**src/rtl/sram1_pkg.sv**
```systemverilog
package sram1_pkg;

  typedef enum logic [2:0] {
    ST_IDLE = 3'd0,
    ST_ASU  = 3'd1,
    ST_WLOW = 3'd2,
    ST_WEND = 3'd3,
    ST_READ = 3'd4,
    ST_GAP  = 3'd5
  } acc_state_e;

  function automatic int max2(input int a, input int b);
    return (a > b) ? a : b;
  endfunction

  // rounded-up clock count, never below one cycle
  function automatic int ns_to_clk(input int t_ns, input int clk_ns);
    int c;
    c = (t_ns + clk_ns - 1) / clk_ns;
    return max2(c, 1);
  endfunction

  // write-strobe low length: pulse width, plus everything measured to the
  // end of write that the setup phase has not already covered
  function automatic int wlow_len(input int wp_ns, input int aw_ns,
                                  input int csw_ns, input int ds_ns,
                                  input int asu_cyc, input int clk_ns);
    int r;
    r = ns_to_clk(wp_ns, clk_ns);
    r = max2(r, ns_to_clk(aw_ns, clk_ns) - asu_cyc);
    r = max2(r, ns_to_clk(csw_ns, clk_ns) - asu_cyc);
    r = max2(r, ns_to_clk(ds_ns, clk_ns) - asu_cyc);
    return max2(r, 1);
  endfunction

  function automatic int gap_len(input int cyc_cnt, input int busy_cnt);
    return max2(1, cyc_cnt - busy_cnt);
  endfunction

endpackage

```
**src/rtl/sram1_timer.sv**
```systemverilog
module sram1_timer #(
  parameter int CNT_W = 8
) (
  input  logic             clk,
  input  logic             rst_n,
  input  logic             load,
  input  logic [CNT_W-1:0] load_val,
  output logic             zero
);

  logic [CNT_W-1:0] cnt_q;

  always_ff @(posedge clk or negedge rst_n) begin
    if (!rst_n) begin
      cnt_q <= '0;
    end else if (load) begin
      cnt_q <= load_val;
    end else if (cnt_q != '0) begin
      cnt_q <= cnt_q - 1'b1;
    end
  end

  assign zero = (cnt_q == '0);

endmodule

```
**src/rtl/sram1_seq.sv**
```systemverilog
module sram1_seq
  import sram1_pkg::*;
#(
  parameter int CNT_W = 8,
  parameter int N_ASU = 1,
  parameter int N_WP  = 1,
  parameter int N_ACC = 1,
  parameter int G_WR  = 1,
  parameter int G_RD  = 1
) (
  input  logic             clk,
  input  logic             rst_n,
  input  logic             req_valid,
  input  logic             req_we,
  input  logic             tmr_zero,
  output acc_state_e       st_q,
  output acc_state_e       st_d,
  output logic             tmr_load,
  output logic [CNT_W-1:0] tmr_val,
  output logic             acc_fire,
  output logic             rd_sample,
  output logic             req_ready
);

  localparam logic [CNT_W-1:0] V_ASU = CNT_W'(N_ASU - 1);
  localparam logic [CNT_W-1:0] V_WP  = CNT_W'(N_WP - 1);
  localparam logic [CNT_W-1:0] V_ACC = CNT_W'(N_ACC - 1);
  localparam logic [CNT_W-1:0] V_GWR = CNT_W'(G_WR - 1);
  localparam logic [CNT_W-1:0] V_GRD = CNT_W'(G_RD - 1);

  assign req_ready = rst_n && (st_q == ST_IDLE);
  assign acc_fire  = req_valid && req_ready;
  assign rd_sample = (st_q == ST_READ) && tmr_zero;

  always_comb begin
    st_d    = st_q;
    tmr_val = '0;
    unique case (st_q)
      ST_IDLE: begin
        if (acc_fire) begin
          st_d    = req_we ? ST_ASU : ST_READ;
          tmr_val = req_we ? V_ASU : V_ACC;
        end
      end
      ST_ASU: begin
        if (tmr_zero) begin
          st_d    = ST_WLOW;
          tmr_val = V_WP;
        end
      end
      ST_WLOW: begin
        if (tmr_zero) st_d = ST_WEND;
      end
      ST_WEND: begin
        st_d    = ST_GAP;
        tmr_val = V_GWR;
      end
      ST_READ: begin
        if (tmr_zero) begin
          st_d    = ST_GAP;
          tmr_val = V_GRD;
        end
      end
      ST_GAP: begin
        if (tmr_zero) st_d = ST_IDLE;
      end
      default: st_d = ST_IDLE;
    endcase
  end

  assign tmr_load = (st_d != st_q);

  always_ff @(posedge clk or negedge rst_n) begin
    if (!rst_n) st_q <= ST_IDLE;
    else        st_q <= st_d;
  end

endmodule

```
**src/rtl/sram1_pins.sv**
```systemverilog
module sram1_pins
  import sram1_pkg::*;
#(
  parameter int ADDR_W = 16
) (
  input  logic              clk,
  input  logic              rst_n,
  input  acc_state_e        st_d,
  input  logic              acc_fire,
  input  logic [ADDR_W-1:0] req_addr,
  input  logic              req_wdata,
  input  logic              rd_sample,
  input  logic              mem_dout,
  output logic [ADDR_W-1:0] mem_addr,
  output logic              mem_din,
  output logic              mem_cs_n,
  output logic              mem_we_n,
  output logic              rsp_valid,
  output logic              rsp_rdata
);

  logic sel_on;
  logic wr_on;

  assign sel_on = (st_d == ST_ASU) || (st_d == ST_WLOW) ||
                  (st_d == ST_WEND) || (st_d == ST_READ);
  assign wr_on  = (st_d == ST_WLOW);

  // strobes registered from the next state: glitch-free pin levels
  always_ff @(posedge clk or negedge rst_n) begin
    if (!rst_n) begin
      mem_cs_n <= 1'b1;
      mem_we_n <= 1'b1;
    end else begin
      mem_cs_n <= !sel_on;
      mem_we_n <= !wr_on;
    end
  end

  // address/data latched only on acceptance, frozen for the whole access
  always_ff @(posedge clk or negedge rst_n) begin
    if (!rst_n) begin
      mem_addr <= '0;
      mem_din  <= 1'b0;
    end else if (acc_fire) begin
      mem_addr <= req_addr;
      mem_din  <= req_wdata;
    end
  end

  always_ff @(posedge clk or negedge rst_n) begin
    if (!rst_n) begin
      rsp_valid <= 1'b0;
      rsp_rdata <= 1'b0;
    end else begin
      rsp_valid <= rd_sample;
      if (rd_sample) rsp_rdata <= mem_dout;
    end
  end

endmodule

```
**src/rtl/sram1_ctrl.sv**
```systemverilog
module sram1_ctrl
  import sram1_pkg::*;
#(
  parameter int ADDR_W        = 16,
  parameter int CLK_PERIOD_NS = 20,
  parameter int T_ASU_NS      = 0,
  parameter int T_WP_NS       = 12,
  parameter int T_AW_NS       = 12,
  parameter int T_CSW_NS      = 12,
  parameter int T_DS_NS       = 10,
  parameter int T_ACC_NS      = 15,
  parameter int T_CYC_NS      = 15,
  parameter int CNT_W         = 8
) (
  input  logic              clk,
  input  logic              rst_n,
  input  logic              req_valid,
  output logic              req_ready,
  input  logic [ADDR_W-1:0] req_addr,
  input  logic              req_we,
  input  logic              req_wdata,
  output logic              rsp_valid,
  output logic              rsp_rdata,
  output logic [ADDR_W-1:0] mem_addr,
  output logic              mem_din,
  input  logic              mem_dout,
  output logic              mem_cs_n,
  output logic              mem_we_n
);

  localparam int N_ASU = ns_to_clk(T_ASU_NS, CLK_PERIOD_NS);
  localparam int N_WP  = wlow_len(T_WP_NS, T_AW_NS, T_CSW_NS, T_DS_NS,
                                  N_ASU, CLK_PERIOD_NS);
  localparam int N_ACC = ns_to_clk(T_ACC_NS, CLK_PERIOD_NS);
  localparam int N_CYC = ns_to_clk(T_CYC_NS, CLK_PERIOD_NS);
  localparam int L_WR  = N_ASU + N_WP + 1;
  localparam int G_WR  = gap_len(N_CYC, L_WR);
  localparam int G_RD  = gap_len(N_CYC, N_ACC);

  // named internal events, visible to the bound checker
  acc_state_e       st_q;
  acc_state_e       st_d;
  logic             tmr_load;
  logic [CNT_W-1:0] tmr_val;
  logic             tmr_zero;
  logic             acc_fire;
  logic             rd_sample;

  sram1_timer #(.CNT_W(CNT_W)) u_timer (
    .clk      (clk),
    .rst_n    (rst_n),
    .load     (tmr_load),
    .load_val (tmr_val),
    .zero     (tmr_zero)
  );

  sram1_seq #(
    .CNT_W (CNT_W),
    .N_ASU (N_ASU),
    .N_WP  (N_WP),
    .N_ACC (N_ACC),
    .G_WR  (G_WR),
    .G_RD  (G_RD)
  ) u_seq (
    .clk       (clk),
    .rst_n     (rst_n),
    .req_valid (req_valid),
    .req_we    (req_we),
    .tmr_zero  (tmr_zero),
    .st_q      (st_q),
    .st_d      (st_d),
    .tmr_load  (tmr_load),
    .tmr_val   (tmr_val),
    .acc_fire  (acc_fire),
    .rd_sample (rd_sample),
    .req_ready (req_ready)
  );

  sram1_pins #(.ADDR_W(ADDR_W)) u_pins (
    .clk       (clk),
    .rst_n     (rst_n),
    .st_d      (st_d),
    .acc_fire  (acc_fire),
    .req_addr  (req_addr),
    .req_wdata (req_wdata),
    .rd_sample (rd_sample),
    .mem_dout  (mem_dout),
    .mem_addr  (mem_addr),
    .mem_din   (mem_din),
    .mem_cs_n  (mem_cs_n),
    .mem_we_n  (mem_we_n),
    .rsp_valid (rsp_valid),
    .rsp_rdata (rsp_rdata)
  );

endmodule

```
**config.mk**
```make
export PLATFORM = sky130hd
export DESIGN_NAME = sram1_ctrl
export DESIGN_NICKNAME = d
export VERILOG_FILES = /design/src/rtl/sram1_pkg.sv /design/src/rtl/sram1_timer.sv /design/src/rtl/sram1_seq.sv /design/src/rtl/sram1_pins.sv /design/src/rtl/sram1_ctrl.sv
export SDC_FILE = /design/constraint.sdc
export NUM_CORES = 1
export LEC_CHECK = 0
export ABC_CLOCK_PERIOD_IN_PS = 4000
export CORE_MARGIN = 2
export CORE_UTILIZATION = 42
export CTS_BUF_LIST = sky130_fd_sc_hd__clkbuf_16
export CTS_CLUSTER_DIAMETER = 200
export DETAILED_ROUTE_END_ITERATION = 6
export DONT_BUFFER_PORTS = 1
export SLEW_MARGIN = 30
export SYNTH_ARGS = -nofsm -noshare
export SYNTH_HDL_FRONTEND = slang
export SYNTH_SLANG_ARGS = --single-unit
```
**constraint.sdc**
```tcl
create_clock -name clk -period 4 [get_ports clk]
set_input_delay 0.8 -clock clk [delete_from_list [all_inputs] [get_ports clk]]
set_output_delay 0.8 -clock clk [all_outputs]
set_load 0.01 [all_outputs]
```
==> summary.md <==
| Metric | Value |
|---|---|
| Static Leak | `around 0.75 nW` |
| Clock tree from TritonCTS | `built` |
| Die area | `4060 sq um` |
| Hold-fix buffers, CTS | `0` |
| Via count of the first global-routing pass | `944` |
| R2r setup slk | `approximately 2 ns` |
| Main combinational cell family by area after synthesis | `simple AND/OR/NAND/NOR gates` |
| Number of standard cells in the layout, taps in and fillers out | `170` |
| Number of buffers inserted by post-CTS setup repair | `0` |
| RSZ-0062 raised after global routing | `no` |
| H-tree depth | `2` |
| Antenna viol nets, final | `0` |
| Run status | `complete, no violations` |
| Synth Warn # | `0` |
| Cell Area, Synth | `1500 sq um` |
| Post-route fraction of the period consumed by the critical path | `between 50 and 60%` |
| Post-synth EDFFs | `0` |
| Core Area | `3390 sq um` |
| Pin count of the biggest net entering global routing | `40` |
| Post-Synth Simple-Gate Area | `18.1%` |
| Category of the most critical setup path | `reg2out` |
| Largest clock skew in the final design | `0.00505 ns` |
| Hold slack final | `between 0.2 and 0.25 ns` |
| Post-cts resize count | `0` |
| Number of antenna diodes | `0` |
| Upper clock frequency limit | `449 MHz` |
| Average detailed-routed wire length per instance | `15.3 um` |
| Headroom to the max-slew limit | `67.9%` |
| HPWL after DPL | `roughly 1900 um` |
| Number of setup violations in the final report | `0` |
| Filler cells | `roughly 280` |
| Total of flip-flops plus latches after synthesis | `32` |
| Post-synthesis sequential area ratio | `53.6%` |
| DRC marker count from the first detailed-route iteration | `47` |
| Cell types occupying the most area after synthesis | `dfrtp_1 50%, mux2_2 14%, dfstp_2 3.5%` |
| Critical Path RT | `roughly 3.2 ns` |
| Number of buffers inserted during clock tree synthesis | `5` |
| Highest-count cells in the layout ignoring fill and taps | `30 x dfrtp_1, 19 x mux2_2, 10 x nor2_1` |
| Worst slack after detailed placement | `2.03 ns` |
| Starting density of the core | `44.2%` |
| Drt via density | `5.55` |
| Width of the die | `63.7 um` |
| Total track usage | `14.0%` |
| Leading cell type in the layout, fill and taps excluded | `dfrtp_1` |
| Wire length of the first global-routing pass | `4380 um` |
| Cell area after placement | `1540 sq um` |
| Final Instance Area | `around 1700 sq um` |
| DRT Pass-1 Iters | `4` |
| Worst Setup Start Kind | `register` |
| Routability congestion estimate | `between 0.8 and 0.9` |
| Average footprint of a synthesized cell | `12.5 sq um` |
| Die boundary height | `63.7 um` |
| Clk Latency, worst-skew pair | `around 0.27 ns` |
| Count of boundary I/O pins | `between 40 and 50` |
| Mux contribution to synthesized area | `between 10% and 20%` |
| Dominant synthesized flop cell | `dfrtp_1` |
| Shortest period the worst path allows | `2.23 ns` |
| Total of max-cap violations | `0` |
| Cell taking the most area after synthesis | `dfrtp_1` |
| Areal power density over the cells | `741 nW/um^2` |
| Max-slew violation count | `0` |
| # placed instances | `162` |
| Tightest Hold Check Type | `in2async` |
| Crit-path max FO | `14` |
| Share of the synthesized area in the top cell type | `50.1%` |
| Buffers from clock root to sink, at most | `2` |
| Area growth from synthesis to layout | `13.6%` |
| Share of layout cells above drive strength 1 | `around 29%` |
| Overflow left after global routing | `0` |
| Number of hold-slack violations in the final timing report | `0` |
| Overall via count from detail_route | `943` |
| Share of synthesized registers carrying an async set or reset | `100%` |
| Post-synth net total | `143` |
| Worst path arrival time | `~1.4 ns` |
| Net count reported at finish | `146` |
| Share of synthesized cell area in full adder, half adder and majority cells | `0.835%` |
| Crit path setup slack, layout | `1.77 ns` |
| Residual DRC | `0` |
| Number of buffers added on ports | `0` |
| Transition at the pin with the smallest max-transition slack | `around 0.48 ns` |
| Std-Cell Rows | `21` |
| Root buffer cell | `clkbuf_16` |
| Number of antenna violations at the first check in global routing | `0` |
| Critical path endpoint category | `output port` |
| Max VDD drop | `420 uV` |
| Sinks on Clock Net | `32` |
| Parity-gate share of the synthesized area counting xor and xnor cells | `0.584%` |
| Synth unique cells | `39` |
| Compound-Gate Fraction of Synth Area | `slightly below 8%` |
| Total negative slack for setup checks | `0 ns` |
| Wire length after detailed routing | `about 2600 um` |
| Cells after Synth | `120` |
| Clock transition time at the flip-flop clock pins of the worst setup and hold paths | `0.05 ns` |
[cells by family (layout without fill, tap and decap cells)]
kind of cell | after synthesis | after routing
xor+xnor | 1 | 1
fa+ha+maj | 1 | 1
flops | 32 | 32
mux | 23 | 23
simple gates | 39 | 39
compound gates | 17 | 17
buf+inv | 7 | 11
[area by class of cell]
type | count | area [sq um] | area share (%)
flip-flops and latches | 32 | 803 | 47.2
multi-input cells | 81 | 667 | 39.2
clock buffers | 5 | 125 | 7.35
well taps | 46 | 57.6 | 3.38
clock inverters | 3 | 38.8 | 2.28
inverters | 3 | 11.3 | 0.661
[state kept, by name (all words and copies together), names as in the netlist]
register / count
u_pins.mem_din: 1
u_pins.mem_cs_n: 1
u_pins.mem_we_n: 1
u_pins.mem_addr: 16
u_pins.rsp_rdata: 1
u_pins.rsp_valid: 1
u_timer.cnt_q: 8
u_seq.st_q: 3
[per-stage QoR]
step	util [%]	power, mW
CTS	50.2	1.28
floorplan	-	0.804
global route	50.2	1.33
detailed placement	45.4	0.857
finish	50.2	1.26
global placement	45.4	0.845
[metal layers]
| metal | track usage, % | routed length, um | share of wire, % |
|---|---|---|---|
| met5 | 0 | 0 | 0 |
| met4 | 6.25 | 31 | 1.2 |
| met3 | 5.81 | 197 | 7.6 |
| met2 | 21.1 | 1220 | 47 |
| met1 | 17.5 | 1150 | 44 |
[critical path, cell delays in order, from the launching register on]
cell,delay [ns]
dfrtp_1,0.50
nor3_1,0.41
and2_1,0.24
[synth_stat cells (all sizes together), types with 2 or more instances]
master	n
mux2	20
inv	3
nand3b	3
nor3b	2
mux2i	3
nor4	3
o21ai	2
dfrtp	30
clkbuf	2
nor3	2
a211oi	2
nor2b	2
and3b	2
nand2	5
nand3	3
buf	2
a21oi	6
dfstp	2
nor2	10
and2	2
a31oi	2
[power breakdown]
part / leakage, nW / total [mW] / switching (mW) / internal (mW)
clock: 0.0850 / 0.412 / 0.123 / 0.289
sequential: 0.400 / 0.607 / 0.156 / 0.450
combinational: 0.261 / 0.243 / 0.0986 / 0.144
total: 0.746 / 1.26 / 0.378 / 0.884
[worst paths after layout]
check,endpoint,depth (start not counted),start
worst max register to register,u_pins.rsp_rdata,6,u_timer.cnt_q[0]
worst max-delay path,req_ready,2,u_seq.st_q[1]
min in group clk,u_pins.mem_addr[6],1,u_pins.mem_addr[6]
worst min register to register,u_pins.mem_addr[6],1,u_pins.mem_addr[6]
max in group asynchronous,u_pins.mem_we_n,0,rst_n
worst min-delay path,u_timer.cnt_q[4],0,rst_n
Note: power is estimated with default switching activity, not from simulation.
